===== config.mk =====
export PLATFORM = sky130hd
export DESIGN_NAME = burst_sram_ctrl
export DESIGN_NICKNAME = d
export VERILOG_FILES = /design/src/rtl/bsram_pkg.sv /design/src/rtl/bsram_decode.sv /design/src/rtl/bsram_burst.sv /design/src/rtl/bsram_array.sv /design/src/rtl/burst_sram_ctrl.sv
export SDC_FILE = /design/constraint.sdc
export NUM_CORES = 1
export LEC_CHECK = 0
export BUFFER_PORTS_ARGS = -buffer_cell sky130_fd_sc_hd__buf_2
export CAP_MARGIN = 20
export CORE_ASPECT_RATIO = 0.5
export CORE_MARGIN = 2
export CORE_UTILIZATION = 29
export DETAILED_ROUTE_END_ITERATION = 8
export MAX_ROUTING_LAYER = met4
export SLEW_MARGIN = 30
export SYNTH_ARGS = -nofsm -noshare
export SYNTH_HDL_FRONTEND = slang
export SYNTH_SLANG_ARGS = --single-unit

===== constraint.sdc =====
create_clock -name clk -period 1.2 [get_ports clk]
set_input_delay 0.18 -clock clk [delete_from_list [all_inputs] [get_ports clk]]
set_output_delay 0.18 -clock clk [all_outputs]
set_load 0.03 [all_outputs]

===== src/rtl/bsram_pkg.sv =====
package bsram_pkg;
  localparam int BURST_W = 2;

  typedef struct packed {
    logic start;    // a valid strobe was seen this edge
    logic sel;      // all chip enables active
    logic desel;    // strobe with chip not selected
    logic load;     // new access: capture address
    logic wr;       // this edge writes the array
    logic rd_next;  // a read result is due next edge
    logic advance;  // step the burst count after this edge
  } op_t;
endpackage


===== src/rtl/bsram_decode.sv =====
module bsram_decode
  import bsram_pkg::*;
#(
  parameter int LANES = 4
) (
  input  logic             proc_strb_n,
  input  logic             ctl_strb_n,
  input  logic             burst_adv_n,
  input  logic             sel_a_n,
  input  logic             sel_b,
  input  logic             sel_c_n,
  input  logic             wr_all_n,
  input  logic             wr_byte_n,
  input  logic [LANES-1:0] lane_sel_n,
  input  logic             active,
  output op_t              op,
  output logic [LANES-1:0] wmask
);
  logic             chip_sel, p_go, c_go, any_go, cont, lanes_any, wr_now;
  logic [LANES-1:0] raw_mask;

  always_comb begin
    chip_sel = ~sel_a_n & sel_b & ~sel_c_n;
    p_go     = ~proc_strb_n & ~sel_a_n;
    c_go     = ~ctl_strb_n & ~p_go;
    any_go   = p_go | c_go;
    cont     = ~any_go & active;
    if (!wr_all_n)       raw_mask = '1;
    else if (!wr_byte_n) raw_mask = ~lane_sel_n;
    else                 raw_mask = '0;
    lanes_any = |raw_mask;
    wr_now    = ((c_go & chip_sel) | cont) & lanes_any;
    wmask     = wr_now ? raw_mask : '0;

    op.start   = any_go;
    op.sel     = chip_sel;
    op.desel   = any_go & ~chip_sel;
    op.load    = any_go & chip_sel;
    op.wr      = wr_now;
    op.rd_next = (any_go & chip_sel) ? (p_go | ~lanes_any) : (cont & ~lanes_any);
    op.advance = cont & ~burst_adv_n;
  end
endmodule


===== src/rtl/bsram_burst.sv =====
module bsram_burst #(
  parameter int BW = 2
) (
  input  logic          clk,
  input  logic          rst_n,
  input  logic          load,
  input  logic          advance,
  input  logic [BW-1:0] base_in,
  input  logic          linear,
  output logic [BW-1:0] lo_addr
);
  logic [BW-1:0] base_q, base_d, cnt_q, cnt_d;

  always_comb begin
    base_d = base_q;
    cnt_d  = cnt_q;
    if (load) begin
      base_d = base_in;
      cnt_d  = '0;
    end else if (advance) begin
      cnt_d = cnt_q + 1'b1;
    end
    lo_addr = linear ? (base_q + cnt_q) : (base_q ^ cnt_q);
  end

  always_ff @(posedge clk or negedge rst_n) begin
    if (!rst_n) begin
      base_q <= '0;
      cnt_q  <= '0;
    end else begin
      base_q <= base_d;
      cnt_q  <= cnt_d;
    end
  end
endmodule


===== src/rtl/bsram_array.sv =====
module bsram_array #(
  parameter int ADDR_W = 4,
  parameter int LANES  = 4,
  parameter int LANE_W = 8
) (
  input  logic                    clk,
  input  logic [LANES-1:0]        we,
  input  logic [ADDR_W-1:0]       waddr,
  input  logic [LANES*LANE_W-1:0] wdata,
  input  logic [ADDR_W-1:0]       raddr,
  output logic [LANES*LANE_W-1:0] rdata
);
  localparam int DEPTH = 1 << ADDR_W;

  for (genvar g = 0; g < LANES; g++) begin : g_lane
    logic [LANE_W-1:0] mem [DEPTH];
    always_ff @(posedge clk) begin
      if (we[g]) mem[waddr] <= wdata[g*LANE_W +: LANE_W];
    end
    assign rdata[g*LANE_W +: LANE_W] = mem[raddr];
  end
endmodule


===== src/rtl/burst_sram_ctrl.sv =====
module burst_sram_ctrl
  import bsram_pkg::*;
#(
  parameter int ADDR_W = 4,
  parameter int LANES  = 4,
  parameter int LANE_W = 8
) (
  input  logic                    clk,
  input  logic                    rst_n,
  input  logic [ADDR_W-1:0]       addr,
  input  logic                    proc_strb_n,
  input  logic                    ctl_strb_n,
  input  logic                    burst_adv_n,
  input  logic                    sel_a_n,
  input  logic                    sel_b,
  input  logic                    sel_c_n,
  input  logic                    wr_all_n,
  input  logic                    wr_byte_n,
  input  logic [LANES-1:0]        lane_sel_n,
  input  logic                    out_en_n,
  input  logic                    burst_linear,
  input  logic [LANES*LANE_W-1:0] din,
  output logic [LANES*LANE_W-1:0] dout,
  output logic                    dout_en
);
  localparam int DATA_W = LANES * LANE_W;
  localparam int HI_W   = ADDR_W - BURST_W;

  // reset: asserted asynchronously, released on the clock
  logic rst_meta_q, rst_q;
  always_ff @(posedge clk or negedge rst_n) begin
    if (!rst_n) begin
      rst_meta_q <= 1'b0;
      rst_q      <= 1'b0;
    end else begin
      rst_meta_q <= 1'b1;
      rst_q      <= rst_meta_q;
    end
  end

  op_t               op;
  logic [LANES-1:0]  wmask;
  logic              active_q, active_d;
  logic              rd_pend_q, drive_q, drive_d;
  logic [HI_W-1:0]   hi_q;
  logic [BURST_W-1:0] lo_addr;
  logic [ADDR_W-1:0] cur_addr, waddr;
  logic [DATA_W-1:0] rdata, out_q;

  bsram_decode #(.LANES(LANES)) u_decode (
    .proc_strb_n(proc_strb_n), .ctl_strb_n(ctl_strb_n), .burst_adv_n(burst_adv_n),
    .sel_a_n(sel_a_n), .sel_b(sel_b), .sel_c_n(sel_c_n),
    .wr_all_n(wr_all_n), .wr_byte_n(wr_byte_n), .lane_sel_n(lane_sel_n),
    .active(active_q), .op(op), .wmask(wmask)
  );

  bsram_burst #(.BW(BURST_W)) u_burst (
    .clk(clk), .rst_n(rst_q), .load(op.load), .advance(op.advance),
    .base_in(addr[BURST_W-1:0]), .linear(burst_linear), .lo_addr(lo_addr)
  );

  bsram_array #(.ADDR_W(ADDR_W), .LANES(LANES), .LANE_W(LANE_W)) u_array (
    .clk(clk), .we(wmask), .waddr(waddr), .wdata(din),
    .raddr(cur_addr), .rdata(rdata)
  );

  // next state
  always_comb begin
    cur_addr = {hi_q, lo_addr};
    waddr    = op.start ? addr : cur_addr;
    active_d = op.start ? op.sel : active_q;
    drive_d  = rd_pend_q & ~op.wr & ~op.desel;
  end

  // state registers
  always_ff @(posedge clk or negedge rst_q) begin
    if (!rst_q) begin
      active_q  <= 1'b0;
      rd_pend_q <= 1'b0;
      drive_q   <= 1'b0;
    end else begin
      active_q  <= active_d;
      rd_pend_q <= op.rd_next;
      drive_q   <= drive_d;
    end
  end

  always_ff @(posedge clk or negedge rst_q) begin
    if (!rst_q)        hi_q <= '0;
    else if (op.load)  hi_q <= addr[ADDR_W-1:BURST_W];
  end

  always_ff @(posedge clk or negedge rst_q) begin
    if (!rst_q)         out_q <= '0;
    else if (rd_pend_q) out_q <= rdata;
  end

  assign dout    = out_q;
  assign dout_en = drive_q & ~out_en_n;
endmodule


==> results of run 1 <==
## final cells by class
cell class | count | area [µm²] | area share (%)
Clock buffer | 76 | 1560 | 5.28
Clock inverter | 24 | 253 | 0.858
Inverter | 1 | 7.51 | 0.0255
Multi-Input combinational cell | 542 | 6290 | 21.4
Sequential cell | 555 | 16500 | 55.9
Tap cell | 1022 | 1280 | 4.34
Timing Repair Buffer | 333 | 3620 | 12.3
## stage by stage
stage / std cells / cell area, µm² / hold slack, ps
final: 2553 / 29500 / 24.2
after global routing: 2553 / 29500 / 13.3
after CTS: 2532 / 28900 / 1.22
after detailed placement: 2384 / 26300 / -26.5
after global placement: 2384 / 26300 / -34.4
after floorplan: 1165 / 22900 / -116
## kinds of logic (layout without fill, tap and decap cells)
kind of cell	Yosys count	count (layout)	share of synthesized area, %
AO/OA/AOI/OAI	131	131	4.46
XOR/XNOR	3	3	0.189
adder cells (fa/ha/maj)	1	1	0.0573
buffers and inverters	69	434	1.43
flip-flops	555	555	75.3
multiplexers	260	260	15.6
other	1	1	0.0172
AND/OR/NAND/NOR	145	146	2.89
## repair_timing
item	CTS	global route
hold buffers	35	0
resized for setup	35	58
setup buffers	11	22
pin swaps	25	41
endpoints found under the hold margin	479	0
setup endpoints to repair	578	580
cloned	2	1
## path summary, 6_finish.rpt
check / slack, ps / start / to / cells past startpoint
min in group asynchronous: 80 / rst_q / dout[23] / 0
max reg2reg: -970 / u_burst.base_q[0] / u_array.g_lane[0].mem[3][5] / 8
min: 20 / din[27] / u_array.g_lane[3].mem[4][3] / 1
max in group asynchronous: 570 / rst_n / rst_q / 3
max: -970 / u_burst.base_q[0] / u_array.g_lane[0].mem[3][5] / 8
min reg2reg: 80 / rst_q / dout[23] / 0
## worst max-delay path: stages (launching register included)
cell     delay (ps)
dfrtp_1         410
ha_4            360
buf_12          160
nor2b_4         190
and2_4          230
a31oi_4         130
buf_12          160
nor2_4           90
buf_12          140
## per-layer routing
layer,vias up,share of wire (%),track usage (%)
li1,5404,-,-
met1,6199,42,17.0
met2,226,51,23.4
met3,86,4.0,2.31
met4,0,2.9,4.77
met5,-,0,-
## power groups by stage
stage	logic [mW]	registers [mW]	clock network, mW
floorplan	5.85	23.5	0
global placement	10.3	22.7	0
detailed placement	10.4	22.7	0
CTS	11.1	22.3	17.4
global route	12.5	22.4	18.1
finish	11.8	22.3	17.1
## cells in the final DEF (no fill, tap or decap), drive strengths merged, types with 10 or more instances in the layout
cell type and n:
clkbuf 77, dfrtp 43, buf 297, o21ai 14, clkinv 16, edfxtp 512
a22oi 65, nor2 100, dlygate4sd3 35, mux4 64, nor3 10, mux2i 192
a221oi 32, a31oi 15
## flip-flops by register name, summed over array words and instances (netlist names)
register            cells
dout                   32
hi_q                    2
u_array.g_lane.mem    512
u_burst.base_q          2
drive_q                 1
rst_q                   1
u_burst.cnt_q           2
rd_pend_q               1
rst_meta_q              1
active_q                1
==> impl_metrics.py, run 1 <==
metrics = {
    "status": {
        "status": "finished, violations left",
        "violations": "negative setup slack",
    },
    "sta": {
        "fin_crit_ps": 2170,
        "rsz0062_at_grt": "true",
        "slew_headroom_pct": 59.4,
        "finalCritPeriodShare_pct": 181,
        "drv_slew": 0,
        "fmax_ghz": 0.461,
        "fin_setup_tns_ps": -464690,
        "finalWorstSetupSlack_ps": -968,
        "setup_viol": 579,
        "tightestPinTransition_ps": 609,
        "finalClockSkew_ps": 18.7,
        "hold_violations": 0,
    },
    "synthesis": {
        "synth.largest_area_cell": "edfxtp_1",
        "yosys.cell_count.top_type": "edfxtp_1",
        "syn-num-nets": 1218,
        "synth_top_area_share_pct": 70.4,
        "ys_seq_area_share_pct": 75.3,
        "ys_seq_elements": 555,
        "ys_warn_count": 0,
        "syn_avg_cell_area_um2": 18.7,
        "yosys-top-cells-area": "edfxtp_1 70%, mux2i_1 8.8%, mux4_2 6.6%",
        "syn-instance-count": 1165,
        "synth_ff_type": "edfxtp_1",
        "synth-edff-count": 512,
        "synth_area_um2": 21800,
        "yosysUniqueCellTypes": 36,
        "async_reset_ff_share_pct": 7.75,
        "synthTopCellsByCount": "512 x edfxtp_1, 192 x mux2i_1, 99 x nor2_1",
    },
    "route": {
        "vias": 11900,
        "wl_per_cell_um": 20.8,
        "drtIter0Drc": 822,
        "via_per_inst": 4.67,
        "dr.pass1.iters": 5,
        "antenna_left": 0,
        "wirelength_mm": 53.0,
        "drcViolationCount": 0,
    },
    "cells_and_area": {
        "num-fill-cells": 6770,
        "drive_above_1_share_pct": 39.3,
        "diodes": 0,
        "layout.nets": 1539,
        "synthToLayoutAreaGrowth_pct": 34.9,
        "final_util_pct": 39.4,
    },
    "worst_setup_path": {
        "critPathArrivalTime_ps": 2460,
        "start_kind": "register",
        "crit_type": "register to register",
        "crit_path_end_kind": "register",
        "crit_fanout": 8,
        "required_ps": 1490,
    },
    "power": {
        "power_per_cell_area_nw_per_um2": 1740,
        "comb_power_share_pct": 23.0,
        "power.share.clock_pct": 33.4,
        "power.switching_mw": 14.0,
        "p_leak_nw": 9.95,
        "finalPower_mw": 51.2,
        "seq_power_share_pct": 43.6,
        "vdd_drop_max_uv": 994,
        "cellInternalPower_mw": 37.2,
        "p_sw_share_pct": 27.3,
    },
    "clock_tree": {
        "cts_max_level": 2,
        "clock-sinks": 555,
        "numCtsBuffers": 53,
        "root_buffer": "clkbuf_16",
        "insertion_delay_ps": 600,
        "clockBufferDepth": 3,
        "clk_pin_slew_ps": 70,
        "tritoncts": "done",
    },
    "worst_hold_path": {
        "hold_class": "primary input to register",
    },
    "floorplan": {
        "core_um2": 74800,
        "ioPinCount": 85,
        "start_util_pct": 29.2,
        "die_x_um": 392,
        "die_h_um": 198,
        "num_rows": 71,
        "dieArea_um2": 77600,
    },
    "global_routing": {
        "grt.total_usage_pct": 13.9,
        "grt_overflow_total": 0,
        "grt_pass1_wl_mm": 77.6,
        "grt_max_degree": 33,
        "first_global_vias": 12100,
        "antenna_found_initial": 0,
    },
    "place": {
        "place.gp.congestion": 0.785,
        "io_buffers": 84,
        "post-dp-hpwl_mm": 34.1,
        "dp_slack_ps": -1090,
    },
    "flow_run": {
        "cap_violations": 0,
    },
}
Power figures use the tool's default switching activity.
==> inputs of run 2 (changes only) <==
--- a/config.mk
+++ b/config.mk
@@ -12,7 +12,6 @@
 export CORE_UTILIZATION = 29
 export DETAILED_ROUTE_END_ITERATION = 8
 export MAX_ROUTING_LAYER = met4
-export SLEW_MARGIN = 30
 export SYNTH_ARGS = -nofsm -noshare
 export SYNTH_HDL_FRONTEND = slang
 export SYNTH_SLANG_ARGS = --single-unit
==> constraint.sdc (replaced) <==
create_clock -name clk -period 1.2 [get_ports clk]
set_input_delay 0.24 -clock clk [delete_from_list [all_inputs] [get_ports clk]]
set_output_delay 0.24 -clock clk [all_outputs]
set_load 0.03 [all_outputs]
==> impl_metrics.py, run 2 (synthesis gave the netlist of run 1 again) <==
metrics = {
    "status": {
        "status": "finished, violations left",
        "violations": "negative setup slack",
    },
    "worst_hold_path": {
        "hp-start": "din[6]",
        "hold_class": "primary input to register",
    },
    "worst_setup_path": {
        "cp_slowest_stage_delay_ps": 410,
        "reg2reg_slack_ps": -980,
        "crit_fanout": 6,
        "rr_startpoint": "u_burst.base_q[1]",
        "critPathArrivalTime_ps": 2490,
        "r2r_end": "u_array.g_lane[3].mem[0][4]",
        "worst-r2r-cell-count": 8,
        "slowest_stage": "dfrtp_1",
        "crit_type": "register to register",
        "critPathLaunch": "u_burst.base_q[1]",
        "crit_path_end": "u_array.g_lane[3].mem[0][4]",
        "path_cells": "xor2_2, buf_12, xor2_4, buf_8, a32oi_4, buf_4, nor2_4, buf_6",
        "required_ps": 1510,
        "start_kind": "register",
        "crit_path_end_kind": "register",
    },
    "cells_and_area": {
        "drive_above_1_share_pct": 41.5,
        "final_util_pct": 38.9,
        "largest_register_ffs": 512,
        "num-fill-cells": 6795,
        "layout_commonest_cell": "edfxtp_1",
        "layout_common_cells": "512 x edfxtp_1, 175 x mux2i_1, 132 x buf_4",
        "fin_area_um2": 29100,
        "fin_cells": 2572,
        "ff_latch_area_um2": 16500,
        "multi_input_area_um2": 6140,
        "layout.nets": 1559,
        "regMostFlops": "u_array.g_lane.mem",
        "synthToLayoutAreaGrowth_pct": 33.4,
    },
    "global_routing": {
        "first_global_vias": 12500,
        "grt_max_degree": 42,
        "grt_overflow_total": 0,
        "grt_pass1_wl_mm": 78.7,
        "grt.total_usage_pct": 14.0,
        "antenna_found_initial": 2,
    },
    "place": {
        "detailed_place.area_um2": 25500,
        "post-dp-hpwl_mm": 34.5,
        "io_buffers": 84,
        "place.gp.congestion": 0.840,
        "placed_cells": 2408,
    },
    "clock_tree": {
        "clk_pin_slew_ps": 60,
        "numCtsBuffers": 54,
        "clock-sinks": 555,
        "tritoncts": "done",
        "clockBufferDepth": 3,
        "insertion_delay_ps": 600,
        "cts_max_level": 2,
        "root_buffer": "clkbuf_16",
    },
    "power": {
        "p_sw_share_pct": 27.4,
        "power.share.clock_pct": 31.9,
        "vdd_drop_max_uv": 1020,
        "finalPower_mw": 51.0,
        "power_per_cell_area_nw_per_um2": 1750,
        "power.switching_mw": 14.0,
        "comb_power_share_pct": 24.6,
        "p_leak_nw": 9.91,
        "seq_power_share_pct": 43.5,
        "cellInternalPower_mw": 37.0,
    },
    "floorplan": {
        "dieArea_um2": 77600,
        "num_rows": 71,
        "die_x_um": 392,
        "ioPinCount": 85,
        "core_um2": 74800,
        "die_h_um": 198,
        "start_util_pct": 29.2,
    },
    "sta": {
        "fmax_ghz": 0.458,
        "slew_headroom_pct": 54.1,
        "finalWorstSetupSlack_ps": -985,
        "finalClockSkew_ps": 12.3,
        "setup_viol": 581,
        "hold_violations": 0,
        "whs_ps": 32.9,
        "fin_crit_ps": 2180,
        "drv_slew": 0,
        "tightestPinTransition_ps": 682,
        "rsz0062_at_grt": "true",
        "finalCritPeriodShare_pct": 182,
    },
    "route": {
        "wirelength_mm": 54.3,
        "via_per_inst": 4.69,
        "antenna_left": 0,
        "vias": 12100,
        "wl_per_cell_um": 21.1,
        "drtIter0Drc": 985,
        "dr.pass1.iters": 5,
        "drcViolationCount": 0,
    },
    "flow_run": {
        "cap_violations": 0,
    },
}
[run 2: cell types whose count changed in the layout (fill, tap and decap cells not counted), sizes merged]
cell | previous run | this run
dlygate4sd3 | 35 | 3
nor2 | 100 | 99
diode | 0 | 2
clkinv | 16 | 22
clkbuf | 77 | 75
clkinvlp | 3 | 2
buf | 297 | 347
inv | 1 | 0
bufinv | 5 | 3
[run 2: power groups by stage]
stage          Sequential [mW]  Combinational (mW)  Clock (mW)
6_report                  22.2                12.5        16.2
5_1_grt                   22.2                13.2        17.3
4_1_cts                   22.2                11.2        16.6
3_5_place_dp              22.6                10.3           0
3_3_place_gp              22.6                10.3           0
2_1_floorplan             23.5                5.29           0
[run 2: worst min path at each step]
stage                                  endpoint  depth (start not counted)
finish              u_array.g_lane[0].mem[5][6]                          1
global route        u_array.g_lane[0].mem[1][2]                          1
CTS                 u_array.g_lane[0].mem[5][6]                          1
detailed placement                   rst_meta_q                          1
global placement                     rst_meta_q                          1
floorplan                            rst_meta_q                          0
[run 2: per-stage QoR]
step,TNS (ps),setup WS (ps)
floorplan,-542640,-1130
global placement,-571530,-1330
detailed placement,-573540,-1340
CTS,-476620,-954
global route,-524710,-1040
finish,-492430,-985
[run 2: what timing repair did]
item	in CTS	in global routing
setup buffers	30	31
pin swaps	27	53
resized for setup	106	134
hold endpoints to repair	3	0
hold buffers	3	0
setup endpoints to repair	581	581
gates cloned	1	3
[run 2: worst max-delay path, delay by kind of cell, from the launching register on]
family                    cells  cell delay, ps
buffers and inverters         4             680
xor gates and xnor gates      2             490
DFF                           1             410
AOI/OAI and AO/OA             1             190
and+or+nand+nor               1             120
[run 2: layout make-up]
class / instances / area share, %
antenna: 2 / 0.0172
clock buffer: 72 / 5.16
clock inverter: 26 / 0.645
inverter: 1 / 0.0258
multi-input combinational: 541 / 21.1
sequential: 555 / 56.5
tap: 1022 / 4.39
timing repair buffer: 353 / 12.2
[run 2: metal layers]
layer | share of wire (%) | up-vias | GRT usage [%]
met5 | 0 | - | -
met4 | 2.3 | 0 | 4.77
met3 | 3.9 | 81 | 1.98
met2 | 52 | 259 | 23.8
met1 | 42 | 6298 | 17.2
li1 | - | 5436 | -
==> inputs of run 3 (changes only) <==
--- a/config.mk
+++ b/config.mk
@@ -7,9 +7,10 @@
 export LEC_CHECK = 0
 export BUFFER_PORTS_ARGS = -buffer_cell sky130_fd_sc_hd__buf_2
 export CAP_MARGIN = 20
-export CORE_ASPECT_RATIO = 0.5
+export CORE_ASPECT_RATIO = 1.4
 export CORE_MARGIN = 2
 export CORE_UTILIZATION = 29
+export CTS_BUF_LIST = sky130_fd_sc_hd__clkbuf_8
 export DETAILED_ROUTE_END_ITERATION = 8
 export MAX_ROUTING_LAYER = met4
 export SYNTH_ARGS = -nofsm -noshare
==> impl_metrics.py, run 3 (synthesis gave the netlist of run 1 again) <==
metrics = {
    "sta": {
        "tightestPinTransition_ps": 666,
        "drv_slew": 0,
        "finalCritPeriodShare_pct": 183,
        "fmax_ghz": 0.455,
        "finalClockSkew_ps": 23.6,
        "rsz0062_at_grt": "true",
        "finalWorstSetupSlack_ps": -999,
        "setup_viol": 582,
        "slew_headroom_pct": 55.1,
        "fin_crit_ps": 2200,
        "hold_violations": 0,
    },
    "worst_setup_path": {
        "critPathArrivalTime_ps": 2540,
        "slowest_stage": "dfrtp_1",
        "crit_path_end": "u_array.g_lane[1].mem[9][2]",
        "required_ps": 1540,
        "path_cells": "ha_4, and2_4, and2_4, buf_6, a31oi_4, buf_6, nor2_4, buf_8",
        "rr_startpoint": "u_burst.cnt_q[0]",
        "reg2reg_slack_ps": -1000,
        "worst-r2r-cell-count": 8,
        "crit_fanout": 8,
        "cp_slowest_stage_delay_ps": 410,
        "path_depth": 8,
        "r2r_end": "u_array.g_lane[1].mem[9][2]",
        "start_kind": "register",
        "crit_path_end_kind": "register",
        "crit_family": "simple AND/OR/NAND/NOR gates",
        "cp.buffers_inverters": 3,
        "crit_type": "register to register",
        "critPathLaunch": "u_burst.cnt_q[0]",
    },
    "floorplan": {
        "die_h_um": 329,
        "start_util_pct": 29.2,
        "ioPinCount": 85,
        "dieArea_um2": 77500,
        "core_um2": 74900,
        "die_x_um": 236,
        "num_rows": 119,
    },
    "worst_hold_path": {
        "min_path_cells": 1,
        "hold_class": "primary input to register",
    },
    "place": {
        "io_buffers": 84,
        "post-dp-hpwl_mm": 38.3,
        "detailed_place.area_um2": 25600,
        "placed_cells": 2340,
        "place.gp.congestion": 0.889,
    },
    "cells_and_area": {
        "regMostFlops": "u_array.g_lane.mem",
        "drive_above_1_share_pct": 40.8,
        "synthToLayoutAreaGrowth_pct": 34.4,
        "layout_common_cells": "512 x edfxtp_1, 179 x mux2i_1, 94 x buf_4",
        "fin_cells": 2577,
        "fin_area_um2": 29300,
        "layout_commonest_cell": "edfxtp_1",
        "largest_register_ffs": 512,
        "layout.nets": 1592,
        "num-fill-cells": 6705,
    },
    "global_routing": {
        "grt.total_usage_pct": 15.2,
        "grt_max_degree": 42,
        "grt_pass1_wl_mm": 84.6,
        "grt_overflow_total": 0,
        "antenna_found_initial": 8,
        "first_global_vias": 13300,
    },
    "clock_tree": {
        "tritoncts": "done",
        "clk_pin_slew_ps": 70,
        "numCtsBuffers": 77,
        "clockBufferDepth": 3,
        "cts_max_level": 3,
        "insertion_delay_ps": 650,
        "root_buffer": "clkbuf_8",
        "clock-sinks": 555,
    },
    "flow_run": {
        "cap_violations": 0,
    },
    "power": {
        "vdd_drop_max_uv": 709,
        "power_per_cell_area_nw_per_um2": 1710,
        "p_leak_nw": 10.1,
    },
    "route": {
        "wirelength_mm": 57.4,
        "drcViolationCount": 0,
        "vias": 12300,
        "wl_per_cell_um": 22.3,
        "drtIter0Drc": 844,
        "via_per_inst": 4.78,
        "antenna_left": 0,
        "dr.pass1.iters": 5,
    },
    "status": {
        "violations": "negative setup slack",
        "status": "finished, violations left",
    },
}
## run 3: per-layer routing
metal / share of wire [%] / vias up / global-route usage (%)
met2: 54 / 348 / 26.9
li1: - / 5498 / -
met3: 4.7 / 126 / 2.78
met4: 3.7 / 0 / 6.96
met5: 0 / - / -
met1: 38 / 6353 / 16.4
## run 3: how the worst min path moves through the flow
| stage | from | end | slack [ps] |
|---|---|---|---|
| after CTS | din[24] | u_array.g_lane[3].mem[6][0] | 2 |
| after floorplan | rst_n | rst_meta_q | -60 |
| after global routing | din[24] | u_array.g_lane[3].mem[6][0] | 10 |
| after global placement | rst_n | rst_meta_q | 30 |
| final | din[24] | u_array.g_lane[3].mem[10][0] | 40 |
| after detailed placement | rst_n | rst_meta_q | 30 |
## run 3: final cells by class
| type | count | area, µm² | share of cell area [%] |
|---|---|---|---|
| flip-flops and latches | 555 | 16500 | 56.1 |
| multi-input cells | 541 | 6160 | 21.0 |
| repair buffers | 363 | 3850 | 13.1 |
| well taps | 968 | 1210 | 4.13 |
| clock buffers | 87 | 1200 | 4.08 |
| clock inverters | 56 | 449 | 1.53 |
| diodes | 6 | 15.0 | 0.0512 |
| inverters | 1 | 7.51 | 0.0256 |
## run 3: repair_timing
item,in CTS,in global routing
setup buffers,39,13
endpoints found under the hold margin,425,0
pin swaps,44,25
endpoints found under the setup margin,578,583
hold buffers,39,0
gates resized for setup,162,64
gates cloned,2,0
## run 3: power by group
part / leakage, nW / internal, mW / switching, mW
clock: 0.914 / 8.42 / 6.98
combinational: 4.12 / 5.84 / 6.70
sequential: 5.08 / 21.7 / 0.505
total: 10.1 / 36.0 / 14.2
## run 3: metrics by stage
stage | worst slack (ps) | hold WS, ps | utilization (%) | TNS, ps | power, mW
2_1_floorplan | -1130 | -55.6 | - | -542640 | 28.8
3_3_place_gp | -1260 | 27.2 | 34.1 | -540430 | 33.1
3_5_place_dp | -1380 | 30.4 | 34.1 | -545760 | 33.2
4_1_cts | -948 | 2.27 | 38.6 | -459640 | 50.1
5_1_grt | -1030 | 13.0 | 39.2 | -503030 | 52.1
6_report | -999 | 39.9 | 39.2 | -470900 | 50.2
